File: config.mk
export PLATFORM = sky130hd
export DESIGN_NAME = ctl_latch_push
export DESIGN_NICKNAME = d
export VERILOG_FILES = /design/src/rtl/ctl_latch_pkg.sv /design/src/rtl/ctl_shadow_reg.sv /design/src/rtl/ctl_settle_timer.sv /design/src/rtl/ctl_shift_seq.sv /design/src/rtl/ctl_latch_push.sv
export SDC_FILE = /design/constraint.sdc
export NUM_CORES = 1
export LEC_CHECK = 0
export BUFFER_PORTS_ARGS = -buffer_cell sky130_fd_sc_hd__buf_2
export CORE_MARGIN = 2
export CORE_UTILIZATION = 40
export CTS_CLUSTER_SIZE = 20
export DETAILED_ROUTE_END_ITERATION = 10
export GPL_ROUTABILITY_DRIVEN = 0
export GPL_TIMING_DRIVEN = 0
export PLACE_DENSITY_LB_ADDON = 0.25
export SETUP_SLACK_MARGIN = 0.5
export SLEW_MARGIN = 20
export SYNTH_ARGS = -nofsm -noshare
export SYNTH_HDL_FRONTEND = slang
export SYNTH_SLANG_ARGS = --single-unit
File: constraint.sdc
create_clock -name clk -period 6.3 [get_ports clk]
set_input_delay 0.63 -clock clk [delete_from_list [all_inputs] [get_ports clk]]
set_output_delay 0.63 -clock clk [all_outputs]
set_load 0.01 [all_outputs]
File: src/rtl/ctl_latch_pkg.sv
package ctl_latch_pkg;

   // image bit positions
   localparam int CB_CLKSEL0  = 0;
   localparam int CB_CLKSEL1  = 1;
   localparam int CB_RDY0_N   = 2;
   localparam int CB_RDY1_N   = 3;
   localparam int CB_EXTCTL   = 4;
   localparam int CB_AUTORST  = 5;
   localparam int CB_PCIRST_N = 6;
   localparam int CB_EEWC_N   = 7;

   localparam int IMG_BITS = 8;

   // value loaded at reset: inactive levels of the active-low controls
   localparam logic [IMG_BITS-1:0] IMG_INIT =
      IMG_BITS'((1 << CB_RDY0_N) | (1 << CB_RDY1_N) |
                (1 << CB_PCIRST_N) | (1 << CB_EEWC_N));

   // sequencer steps; the name says which pin change is made on entry
   typedef enum logic [3:0] {
      SQ_IDLE,
      SQ_CLK_LO,
      SQ_DAT_SET,
      SQ_CLK_HI,
      SQ_STB_HI,
      SQ_STB_LO,
      SQ_REL_CLK_LO,
      SQ_REL_DAT_HI,
      SQ_REL_CLK_HI
   } seq_st_e;

   localparam int STEPS_PER_BIT = 3;
   localparam int TAIL_STEPS    = 5;

endpackage

File: src/rtl/ctl_shadow_reg.sv
module ctl_shadow_reg #(
   parameter int                NBITS    = 8,
   parameter logic [NBITS-1:0]  INIT_VAL = '0,
   localparam int               IW       = (NBITS > 1) ? $clog2(NBITS) : 1
) (
   input  logic             clk,
   input  logic             rst_n,
   input  logic             wr_en,
   input  logic [IW-1:0]    wr_idx,
   input  logic             wr_val,
   output logic [NBITS-1:0] img_nxt
);

   logic [NBITS-1:0] img_q;

   // image with this cycle's write applied
   always_comb begin
      img_nxt = img_q;
      if (wr_en && (int'(wr_idx) < NBITS))
         img_nxt[wr_idx] = wr_val;
   end

   always_ff @(posedge clk) begin
      if (!rst_n)
         img_q <= INIT_VAL;
      else
         img_q <= img_nxt;
   end

   AST_IMG_HOLD: assert property (@(posedge clk) disable iff (!rst_n)
      !wr_en |=> $stable(img_q)) else $error("image changed without write");

   AST_IMG_ONEBIT: assert property (@(posedge clk) disable iff (!rst_n)
      wr_en |=> ($countones(img_q ^ $past(img_q)) <= 1)) else $error("write touched several bits");

   AST_IMG_VALUE: assert property (@(posedge clk) disable iff (!rst_n)
      wr_en |=> (img_q[$past(wr_idx)] == $past(wr_val))) else $error("written bit wrong");

endmodule

File: src/rtl/ctl_settle_timer.sv
module ctl_settle_timer #(
   parameter int SETTLE_CYC = 300,
   localparam int CW = (SETTLE_CYC > 1) ? $clog2(SETTLE_CYC) : 1
) (
   input  logic clk,
   input  logic rst_n,
   input  logic step_go,
   output logic tick
);

   generate
      if (SETTLE_CYC < 1) begin : g_bad
         $error("SETTLE_CYC must be at least 1");
      end else if (SETTLE_CYC == 1) begin : g_single
         // every step lasts one cycle
         assign tick = 1'b1;
      end else begin : g_count
         logic [CW-1:0] cnt_q;

         always_ff @(posedge clk) begin
            if (!rst_n)
               cnt_q <= '0;
            else if (step_go)
               cnt_q <= CW'(SETTLE_CYC - 1);
            else if (cnt_q != '0)
               cnt_q <= cnt_q - 1'b1;
         end

         assign tick = (cnt_q == '0);

         AST_CNT_RANGE: assert property (@(posedge clk) disable iff (!rst_n)
            cnt_q <= CW'(SETTLE_CYC - 1)) else $error("settle counter out of range");

         AST_CNT_RELOAD: assert property (@(posedge clk) disable iff (!rst_n)
            step_go |=> !tick) else $error("step ended too early");
      end
   endgenerate

endmodule

File: src/rtl/ctl_shift_seq.sv
module ctl_shift_seq
   import ctl_latch_pkg::*;
#(
   parameter int NBITS = 8,
   localparam int BW = (NBITS > 1) ? $clog2(NBITS) : 1
) (
   input  logic             clk,
   input  logic             rst_n,
   input  logic             upd_req,
   input  logic [NBITS-1:0] load_val,
   input  logic             tick,
   output logic             step_go,
   output logic             busy,
   output logic             clk_o,
   output logic             dat_o,
   output logic             stb_o
);

   seq_st_e          st_q;
   logic             pend_q;
   logic [NBITS-1:0] snap_q;
   logic [BW-1:0]    left_q;
   logic             want;
   logic             last_step;
   logic             start;

   assign busy      = (st_q != SQ_IDLE);
   assign want      = upd_req | pend_q;
   assign last_step = (st_q == SQ_REL_CLK_HI) & tick;
   assign start     = want & (~busy | last_step);
   assign step_go   = start | (busy & tick);

   always_ff @(posedge clk) begin
      if (!rst_n) begin
         st_q   <= SQ_IDLE;
         pend_q <= 1'b1;          // push the reset image once
         clk_o  <= 1'b1;
         dat_o  <= 1'b1;
         stb_o  <= 1'b0;
         snap_q <= '0;
         left_q <= '0;
      end else if (start) begin
         st_q   <= SQ_CLK_LO;
         clk_o  <= 1'b0;
         snap_q <= load_val;
         left_q <= BW'(NBITS - 1);
         pend_q <= 1'b0;
      end else begin
         if (upd_req)
            pend_q <= 1'b1;
         if (busy && tick) begin
            unique case (st_q)
               SQ_CLK_LO: begin
                  st_q  <= SQ_DAT_SET;
                  dat_o <= snap_q[NBITS-1];
               end
               SQ_DAT_SET: begin
                  st_q  <= SQ_CLK_HI;
                  clk_o <= 1'b1;
               end
               SQ_CLK_HI: begin
                  if (left_q == '0) begin
                     st_q  <= SQ_STB_HI;
                     stb_o <= 1'b1;
                  end else begin
                     st_q   <= SQ_CLK_LO;
                     clk_o  <= 1'b0;
                     snap_q <= {snap_q[NBITS-2:0], 1'b0};
                     left_q <= left_q - 1'b1;
                  end
               end
               SQ_STB_HI: begin
                  st_q  <= SQ_STB_LO;
                  stb_o <= 1'b0;
               end
               SQ_STB_LO: begin
                  st_q  <= SQ_REL_CLK_LO;
                  clk_o <= 1'b0;
               end
               SQ_REL_CLK_LO: begin
                  st_q  <= SQ_REL_DAT_HI;
                  dat_o <= 1'b1;
               end
               SQ_REL_DAT_HI: begin
                  st_q  <= SQ_REL_CLK_HI;
                  clk_o <= 1'b1;
               end
               SQ_REL_CLK_HI: begin
                  st_q <= SQ_IDLE;
               end
               default: st_q <= SQ_IDLE;
            endcase
         end
      end
   end

   AST_IDLE_PINS: assert property (@(posedge clk) disable iff (!rst_n)
      !busy |-> (clk_o && dat_o && !stb_o)) else $error("pins not idle");

   AST_ONE_PIN: assert property (@(posedge clk) disable iff (!rst_n)
      $countones({clk_o, dat_o, stb_o} ^ $past({clk_o, dat_o, stb_o})) <= 1) else $error("two pins moved");

   AST_STB_CLK_HI: assert property (@(posedge clk) disable iff (!rst_n)
      stb_o |-> (clk_o && left_q == '0)) else $error("strobe with clock low or bits left");

   AST_REQ_START: assert property (@(posedge clk) disable iff (!rst_n)
      (!busy && upd_req) |=> (busy && !clk_o)) else $error("request not started");

   AST_REQ_PEND: assert property (@(posedge clk) disable iff (!rst_n)
      (busy && upd_req && !last_step) |=> pend_q) else $error("request lost");

endmodule

File: src/rtl/ctl_latch_push.sv
module ctl_latch_push
   import ctl_latch_pkg::*;
#(
   parameter int SETTLE_CYC = 300,
   localparam int NBITS = IMG_BITS,
   localparam int IW    = $clog2(NBITS)
) (
   input  logic          clk,
   input  logic          rst_n,
   input  logic          wr_en,
   input  logic [IW-1:0] wr_idx,
   input  logic          wr_val,
   input  logic          upd_req,
   output logic          busy,
   output logic          lat_clk_o,
   output logic          lat_dat_o,
   output logic          lat_stb_o
);

   generate
      if (NBITS < 2) begin : g_bad_width
         $error("image must have at least two bits");
      end
   endgenerate

   logic [NBITS-1:0] img_nxt;
   logic             tick;
   logic             step_go;

   ctl_shadow_reg #(
      .NBITS    (NBITS),
      .INIT_VAL (IMG_INIT)
   ) u_shadow (
      .clk     (clk),
      .rst_n   (rst_n),
      .wr_en   (wr_en),
      .wr_idx  (wr_idx),
      .wr_val  (wr_val),
      .img_nxt (img_nxt)
   );

   ctl_settle_timer #(
      .SETTLE_CYC (SETTLE_CYC)
   ) u_timer (
      .clk     (clk),
      .rst_n   (rst_n),
      .step_go (step_go),
      .tick    (tick)
   );

   ctl_shift_seq #(
      .NBITS (NBITS)
   ) u_seq (
      .clk      (clk),
      .rst_n    (rst_n),
      .upd_req  (upd_req),
      .load_val (img_nxt),
      .tick     (tick),
      .step_go  (step_go),
      .busy     (busy),
      .clk_o    (lat_clk_o),
      .dat_o    (lat_dat_o),
      .stb_o    (lat_stb_o)
   );

endmodule

# After elaboration in Yosys (flattened, before gate mapping)

Cells that the tools add are included.

$add $sub $neg: 2
$lt $le $gt $ge: 2
Equal/unequal tests: 11
Mux-type cells: 27
Bitwise gates (word level): 9
Reductions and logical operators: 20

Operators with widths:

| kind                | number |
|---|---|
| $mux 8              | 5 |
| $pmux 4 s7          | 1 |
| $mux 9              | 2 |
| $eq 4x3->1 const B  | 4 |
| $mux 3              | 5 |
| $reduce_bool 2->1   | 6 |
| $logic_not 9->1     | 1 |
| $mux 1              | 9 |
| $reduce_and 3->1    | 3 |
| $reduce_bool 9->1   | 1 |
| $sub 9x1->9 const B | 1 |
| $bwmux 8            | 1 |
| $eq 4x2->1 const B  | 2 |
| $reduce_bool 4->1   | 2 |
| $reduce_or 2->1     | 3 |
| $eq 4x1->1 const B  | 1 |
| $eq 4x4->1 const B  | 1 |
| $lt 3x4->1 const B  | 1 |
| $ne 2x1->1 const B  | 2 |
| $pmux 1 s2          | 2 |
| $reduce_and 4->1    | 1 |
| $and 1x1->1         | 3 |
| $demux 1 s3         | 1 |
| $ge 3x1->1 const B  | 1 |
| 7 further kinds     | 12 |

Bits in registers: 36
Input port bits: 8
Output and inout port bits: 4
Logic and storage cells: 82

# Longest topological paths before layout

Gate-level depths: netlist of the first run.

Depth after elaboration: 7
Mapped depth: 8
Mapped depth without buffers: 6

# Cells and area by module

From an unflattened synthesis of the first run, not the netlist that was laid out.

Cell total of the unflattened synthesis: 211
Area total of the unflattened synthesis: 1966.9 um^2

By module, submodules not included:

| module           | times used | cells each | area an instance (um^2) | sequential area each (um^2) |
|---|---|---|---|---|
| ctl_shift_seq    | 1          | 119        | 1039.7                  | 380.4 |
| ctl_shadow_reg   | 1          | 44         | 473.0                   | 160.2 |
| ctl_settle_timer | 1          | 48         | 454.2                   | 180.2 |

# Least setup slack after synthesis of the first run

No wires, ideal clock.

Kind: flip-flop to flip-flop
From: register u_timer.g_count.cnt_q[0]
To: register u_seq.left_q[2]
Setup time: 0.141 ns
Arrival time: 2.098 ns
Required time: 6.159 ns
Slack: 4.061 ns
Cell stages (with the launch flop): 9
Buffers on the path: 2
Clock period less this slack: 2.239 ns
Path through: dfxtp_1 > inv_1 > ha_1 > or4b_1 > buf_2 > or4_4 > buf_4 > o211ai_1 > o311ai_1

Cells in the longest elaborated chain, start to end: 6
Elaborated cells on any way between the ends: 10
Classes of those cells: 1 x eq/ne; 1 x mux; 3 x bitwise; 5 x reduce/logical

Ends and longest elaborated chain:

| what                                                             | line                   | text |
|---|---|---|
| from (decl)                                                      | ctl_settle_timer.sv:18 | `logic [CW-1:0] cnt_q;` |
| from (signal assigned)                                           | ctl_settle_timer.sv:24 | `cnt_q <= CW'(SETTLE_CYC - 1);` |
| from (signal assigned)                                           | ctl_settle_timer.sv:26 | `cnt_q <= cnt_q - 1'b1;` |
| $logic_not 9->1 *                                                | ctl_settle_timer.sv:29 | `assign tick = (cnt_q == '0);` |
| $and 1x1->1                                                      | ctl_shift_seq.sv:29    | `assign last_step = (st_q == SQ_REL_CLK_HI) & tick;` |
| $or 1x1->1                                                       | ctl_shift_seq.sv:30    | `assign start = want & (~busy \| last_step);` |
| $and 1x1->1                                                      | ctl_shift_seq.sv:30    |  |
| $ne 2x1->1 (no source line) or $reduce_bool 2->1 (tied branches) | --                     |  |
| $reduce_and 3->1 (no source line)                                | --                     |  |
| to (signal assigned)                                             | ctl_shift_seq.sv:46    | `left_q <= BW'(NBITS - 1);` |
| to (signal assigned)                                             | ctl_shift_seq.sv:69    | `left_q <= left_q - 1'b1;` |
| to (decl)                                                        | ctl_shift_seq.sv:22    | `logic [BW-1:0] left_q;` |

Every way passes the cells marked *; elsewhere a longest branch is shown, timed or not.
A chain may end at the register's enable or synchronous reset.

# Worst setup path after layout of the first run

Same ends and word-level chain as after synthesis.

==> flow_summary.ini, run 1 <==
[run_status]
outcome = completed

[drt]
detail_route.vias_per_cell = 5.64
drc = 0
drt_first_pass_iters = 4
average_wire_per_standard_cell_um = 14.5
drt-total-wl_mm = 3.94
detail-route-antenna-nets = 0
first_iter_violations = 93
total_via_count_in_the_routed_design = 1528

[logic_synthesis]
yosysWarningCount = 0
synth_flop_cell = dfxtp_1
synth-seq-cells = 36
synth.lib_cells_used.distinct = 46
syn_nets = 211
post_synth_instance_area_um2 = 1810
largest_area_contributor_in_the_netlist = dfxtp_1
post-synth-top-count-cell = dfxtp_1
post_synth.cell_area_avg_um2 = 9.03
synthTopCellsByArea = dfxtp_1 (40%), mux2i_1 (6.6%), a21oi_1 (5.3%)
synth_commonest_cells = dfxtp_1 (36), a21oi_1 (19), nor2_1 (15), mux2i_1 (12), o21ai_0 (12)
syn-instance-count = 200
synth_top_area_share_pct = 39.9
asyncSetResetFlopFracSynth_pct = 0
synth_edf_count = 0
synth_sequential_area_ratio_pct = 39.9

[hold_path]
hold_path_stages = 2
worstHoldPathType = register to register
min-delay-start = u_shadow.img_q[0]
worstHoldEndpoint = u_shadow.img_q[0]

[sta]
worst-slew-pin-transition_ns = 0.722
tns_ns = 0
timing.hold.ws_ns = 0.499
fmaxAchievable_mhz = 416
final_max_slew_violation_count = 0
max-slew-margin-rel_pct = 51.4
unrepaired_setup_endpoints_after_global_routing = no
skew_ns = 0.00297
final_hold_viol_count = 0
final_setup_violation_count = 0
final.period_utilization_pct = 38.2
min_period_ns = 2.41

[critical_path]
setup.worst_path.start_class = register
crit_required_ns = 6.45
critical_path.reg2reg.endpoint = u_seq.left_q[2]
reg2reg_from = u_timer.g_count.cnt_q[0]
timing.reg2reg.setup_slack_ns = 3.89
worst_ep_arrival_time_ns = 2.56
timing_worst_setup_path_type = register to register
largest_fanout_on_the_critical_path = 10
reg2reg_depth = 8
critical_path.endpoint_type = register

[die]
boundaryPins = 12
initial_utilization_pct = 41.5
chipWidth_um = 71.2
fp.dieH_um = 71.2
fp.coreArea_um2 = 4350
fp.dieArea_um2 = 5070
placement_rows = 24

[clocking]
post-cts-setup-buffer-count = 0
clkTransAtPathRegs_ns = 0.07
ctsHoldBuffers = 0
cts_inserted_buffers = 5
clock-root-buffer = clkbuf_8
clock_sinks = 36
clock_latency_ns = 0.29
tritoncts = done
count_of_h_tree_levels_built_during_cts = 2
max-clock-path-buffers = 2
post_cts_resize_count = 0

[place]
dpl.cell_count = 263
port_buffers = 11
dp_hpwl_mm = 2.78

[power_and_ir_drop]
netSwitchingPower_mw = 0.165
share_of_power_burned_in_the_clock_network_pct = 34.9
ir_drop_mv = 0.130
combinationalPowerShare_pct = 19.3
power.static_leakage_nw = 0.782
power_total_mw = 0.578
cellPowerDensity_nw_per_um2 = 284
p_sw_share_pct = 28.5
share_seq_of_total_power_pct = 45.7
internal_power_mw = 0.413

[finish]
areaGrowthSynthToFinish_pct = 12.6
antenna_cells_inserted = 0
instances_no_fill = 271
finalNetCount = 229
drive_gt1_share_pct = 16.0
fill_cells = 434

[grt]
wire_length_of_the_first_global_routing_pass_mm = 6.56
grt_antenna_before_repair = 0
grt_start_max_net_pins = 12
via_count_of_the_first_global_routing_pass = 1396
grtUsageTotal_pct = 16.4
grt-ovfl-total = 0

[flow_run]
number_of_max_capacitance_violations_reported = 0
flip-flops by register name, indices dropped and copies added, names as in the netlist:
| register | count |
|---|---|
| u_seq.dat_o | 1 |
| u_seq.pend_q | 1 |
| u_seq.stb_o | 1 |
| u_timer.g_count.cnt_q | 9 |
| u_shadow.img_q | 8 |
| u_seq.clk_o | 1 |
| u_seq.st_q | 4 |
| u_seq.snap_q | 8 |
| u_seq.left_q | 3 |
routing by layer:
metal | wire length, um | GRT usage, % | part of all wire, %
met4 | 59 | 5.66 | 1.5
met5 | 0 | 0 | 0
met1 | 2010 | 23.4 | 51
met3 | 118 | 4.27 | 3.0
met2 | 1750 | 24.0 | 44
per-stage QoR:
stage          util [%]  cell area [um2]  worst slack, ns
6_report           46.7             2030             3.89
4_1_cts            46.7             2030             3.90
3_5_place_dp       44.3             1930             3.89
3_3_place_gp       44.3             1930             3.93
5_1_grt            46.7             2030             3.71
2_1_floorplan         -             1810             4.06
cells in the final DEF (no fill, tap or decap), types with 2 or more instances in the layout:
master and n:
a211oi_1 3, a21oi_1 19, a2bb2oi_1 3, buf_2 12
clkbuf_1 10, clkbuf_8 5, dfxtp_1 36, ha_1 3
inv_1 7, mux2_2 7, mux2i_1 12, nand2_1 6
nand2b_1 4, nand4_1 3, nand4b_1 4, nor2_1 15
nor2b_1 2, nor3_1 4, nor3b_1 2, nor4_1 4
nor4b_1 2, nor4bb_1 4, o21ai_0 12, o31ai_1 5
or2_2 6, or4_1 4, xnor2_1 3
worst max-delay path by stage:
stage / startpoint / endpoint / slack [ns] / depth (start not counted)
after floorplan: u_timer.g_count.cnt_q[0] / u_seq.left_q[2] / 4.06 / 8
after global placement: u_timer.g_count.cnt_q[0] / u_seq.left_q[2] / 3.93 / 8
after detailed placement: u_timer.g_count.cnt_q[0] / u_seq.left_q[2] / 3.89 / 8
after CTS: u_timer.g_count.cnt_q[0] / u_seq.left_q[2] / 3.90 / 8
after global routing: u_timer.g_count.cnt_q[0] / u_timer.g_count.cnt_q[4] / 3.71 / 6
final: u_timer.g_count.cnt_q[0] / u_seq.left_q[2] / 3.89 / 8
area by class of cell:
type / instances / area, um2 / share of cell area, %
plain buffers: 11 / 46.3 / 2.28
inverters: 7 / 26.3 / 1.29
flip-flops and latches: 36 / 721 / 35.4
repair buffers: 11 / 55.1 / 2.71
clock buffers: 6 / 72.6 / 3.57
well taps: 52 / 65.1 / 3.20
multi-input cells: 146 / 1010 / 49.8
clock inverters: 2 / 35.0 / 1.72
kinds of logic (layout without fill, tap and decap cells):
group / count (synthesis) / in the layout / synth area share [%]
AO/OA/AOI/OAI: 53 / 53 / 18.1
multiplexers: 19 / 19 / 11.0
AND/OR/NAND/NOR: 67 / 67 / 23.0
adder cells (fa/ha/maj): 3 / 3 / 2.08
buffers and inverters: 18 / 37 / 4.02
flip-flops: 36 / 36 / 39.9
XOR/XNOR: 4 / 4 / 1.94
worst max-delay path, cell delays in order (launching register included):
cell	delay, ns
dfxtp_1	0.34
inv_1	0.06
ha_1	0.20
or4b_1	0.43
buf_2	0.18
or4_4	0.56
buf_4	0.21
o211ai_1	0.17
o311ai_1	0.12
power by group through the flow:
stage	combinational, mW	clock (mW)	sequential (mW)
CTS	0.112	0.205	0.264
global placement	0.110	0	0.269
floorplan	0.0841	0	0.266
global route	0.126	0.214	0.267
detailed placement	0.112	0	0.269
finish	0.112	0.202	0.264
Note: power is estimated with default switching activity, not from simulation.
==> run 2, diff against run 1 <==
==> constraint.sdc (replaced) <==
create_clock -name clk -period 2 [get_ports clk]
set_input_delay 0.2 -clock clk [delete_from_list [all_inputs] [get_ports clk]]
set_output_delay 0.2 -clock clk [all_outputs]
set_load 0.01 [all_outputs]
==> flow_summary.ini, run 2 (synthesis results as in run 1) <==
[run_status]
failed_checks = negative setup slack
outcome = finished with violations

[clocking]
clock_sinks = 36
count_of_h_tree_levels_built_during_cts = 2
cts_inserted_buffers = 5
tritoncts = done
clkTransAtPathRegs_ns = 0.08
ctsHoldBuffers = 0
max-clock-path-buffers = 2
clock-root-buffer = clkbuf_8
clock_latency_ns = 0.29

[critical_path]
setup.worst_path.start_class = register
reg2reg_from = u_timer.g_count.cnt_q[8]
reg2reg_depth = 5
timing.reg2reg.setup_slack_ns = -0.16
worst_ep_arrival_time_ns = 2.36
path_cells = or4_4 > buf_8 > or4_4 > or4_4 > o311ai_1
max_stage_delay_ns = 0.53
critical_path.reg2reg.endpoint = u_seq.left_q[2]
critical_path.slowest_cell = or4_4
critical_path.endpoint_type = register
worst_path_most_repeated_cell = or4_4
timing_worst_setup_path_type = register to register
largest_fanout_on_the_critical_path = 6
cpLargestDelayFamily = simple AND/OR/NAND/NOR gates
worst-path-buf-inv = 1
crit_required_ns = 2.20

[drt]
total_via_count_in_the_routed_design = 1663
drt-total-wl_mm = 4.54
first_iter_violations = 94
detail-route-antenna-nets = 0
drc = 0
average_wire_per_standard_cell_um = 15.9
detail_route.vias_per_cell = 5.81
drt_first_pass_iters = 4

[grt]
grt_start_max_net_pins = 13
grtUsageTotal_pct = 18.6
grt_antenna_before_repair = 0
wire_length_of_the_first_global_routing_pass_mm = 7.42
grt-ovfl-total = 0
via_count_of_the_first_global_routing_pass = 1510

[finish]
antenna_cells_inserted = 0
final_core_utilization_pct = 55.1
finalNetCount = 244
final_cell_mix = dfxtp_1 (29), a21oi_1 (15), nor2_1 (14), mux2i_1 (11), buf_2 (11)
areaGrowthSynthToFinish_pct = 32.7
fill_cells = 396
regMostFlops = u_timer.g_count.cnt_q
final_common_cell = dfxtp_1
drive_gt1_share_pct = 38.9
largest_registers = u_timer.g_count.cnt_q: 9 flops, u_seq.snap_q: 8 flops, u_shadow.img_q: 8 flops
largest_reg_flops = 9

[sta]
skew_ns = 0.00609
tns_ns = -1.00
min_period_ns = 2.16
worst-slew-pin-transition_ns = 0.708
max-slew-margin-rel_pct = 52.2
final.period_utilization_pct = 108
final_setup_violation_count = 14
final_hold_viol_count = 0
final_max_slew_violation_count = 0
layout_setup_ws_ns = -0.162
unrepaired_setup_endpoints_after_global_routing = yes
fmaxAchievable_mhz = 462

[hold_path]
hold_path_stages = 3
worstHoldPathType = input port to register
min-delay-start = rst_n
worstHoldEndpoint = u_seq.stb_o

[die]
fp.dieH_um = 71.2
fp.dieArea_um2 = 5070
placement_rows = 24
fp.coreArea_um2 = 4350
chipWidth_um = 71.2
boundaryPins = 12
initial_utilization_pct = 41.5

[power_and_ir_drop]
power.static_leakage_nw = 0.923
cellPowerDensity_nw_per_um2 = 849
ir_drop_mv = 0.473

[place]
port_buffers = 11
dp_hpwl_mm = 2.76

[flow_run]
number_of_max_capacitance_violations_reported = 0
==> run 2: changes by cell type in the layout (fill, tap and decap cells not counted), moves of 4 or more <==
cell,previous run,this run
a21oi_1,19,15
a21oi_2,0,4
buf_4,1,9
buf_6,0,10
clkbuf_1,10,4
dfxtp_1,36,29
dfxtp_2,0,7
==> run 2: worst max path at each step <==
stage                           end                     start  depth (start not counted)
floorplan           u_seq.left_q[2]  u_timer.g_count.cnt_q[1]                          7
global placement    u_seq.left_q[2]  u_timer.g_count.cnt_q[6]                          5
detailed placement  u_seq.left_q[2]  u_timer.g_count.cnt_q[6]                          5
CTS                 u_seq.left_q[2]  u_timer.g_count.cnt_q[8]                          5
global route        u_seq.left_q[2]  u_timer.g_count.cnt_q[6]                          5
finish              u_seq.left_q[2]  u_timer.g_count.cnt_q[8]                          5
==> run 2: cell type report <==
| class | count | area, um2 | area share (%) |
|---|---|---|---|
| flip-flops and latches | 36 | 729 | 30.4 |
| clock inverters | 3 | 42.5 | 1.77 |
| repair buffers | 26 | 190 | 7.93 |
| well taps | 52 | 65.1 | 2.71 |
| clock buffers | 5 | 68.8 | 2.87 |
| plain buffers | 11 | 93.8 | 3.91 |
| inverters | 7 | 26.3 | 1.10 |
| multi-input cells | 146 | 1180 | 49.3 |
==> run 2: power by group <==
part / internal [mW] / leakage [nW] / switching (mW)
registers: 0.784 / 0.299 / 0.0619
logic: 0.268 / 0.569 / 0.276
clock network: 0.369 / 0.0541 / 0.277
==> run 2: through the flow <==
step | total power [mW] | hold slack, ns | std cells | worst slack [ns] | instance area (um2)
3_5_place_dp | 1.23 | 0.459 | 263 | -0.280 | 1970
2_1_floorplan | 1.12 | 0.350 | 200 | -0.154 | 1850
5_1_grt | 2.14 | 0.233 | 286 | -0.217 | 2400
4_1_cts | 2.00 | 0.226 | 286 | -0.180 | 2320
3_3_place_gp | 1.22 | 0.455 | 263 | -0.252 | 1970
6_report | 2.04 | 0.224 | 286 | -0.162 | 2400
==> run 2: metal layers <==
layer	vias up	wire [um]	part of all wire, %	track usage (%)
met5	-	0	0	0
met4	0	48	1.1	5.03
met3	4	122	2.7	3.85
met2	25	2260	50	29.7
met1	823	2110	46	25.4
li1	811	-	-	-
==> run 2: worst min-delay path: stages <==
cell and delay [ns]:
buf_2 0.14, o21ai_0 0.08, a211oi_1 0.04
==> run 2: what timing repair did <==
action / in CTS / in global routing
hold endpoints to repair: 0 / 0
resized for setup: 36 / 23
buffers inserted: 15 / 0
setup endpoints to repair: 29 / 29
pin swaps: 8 / 2
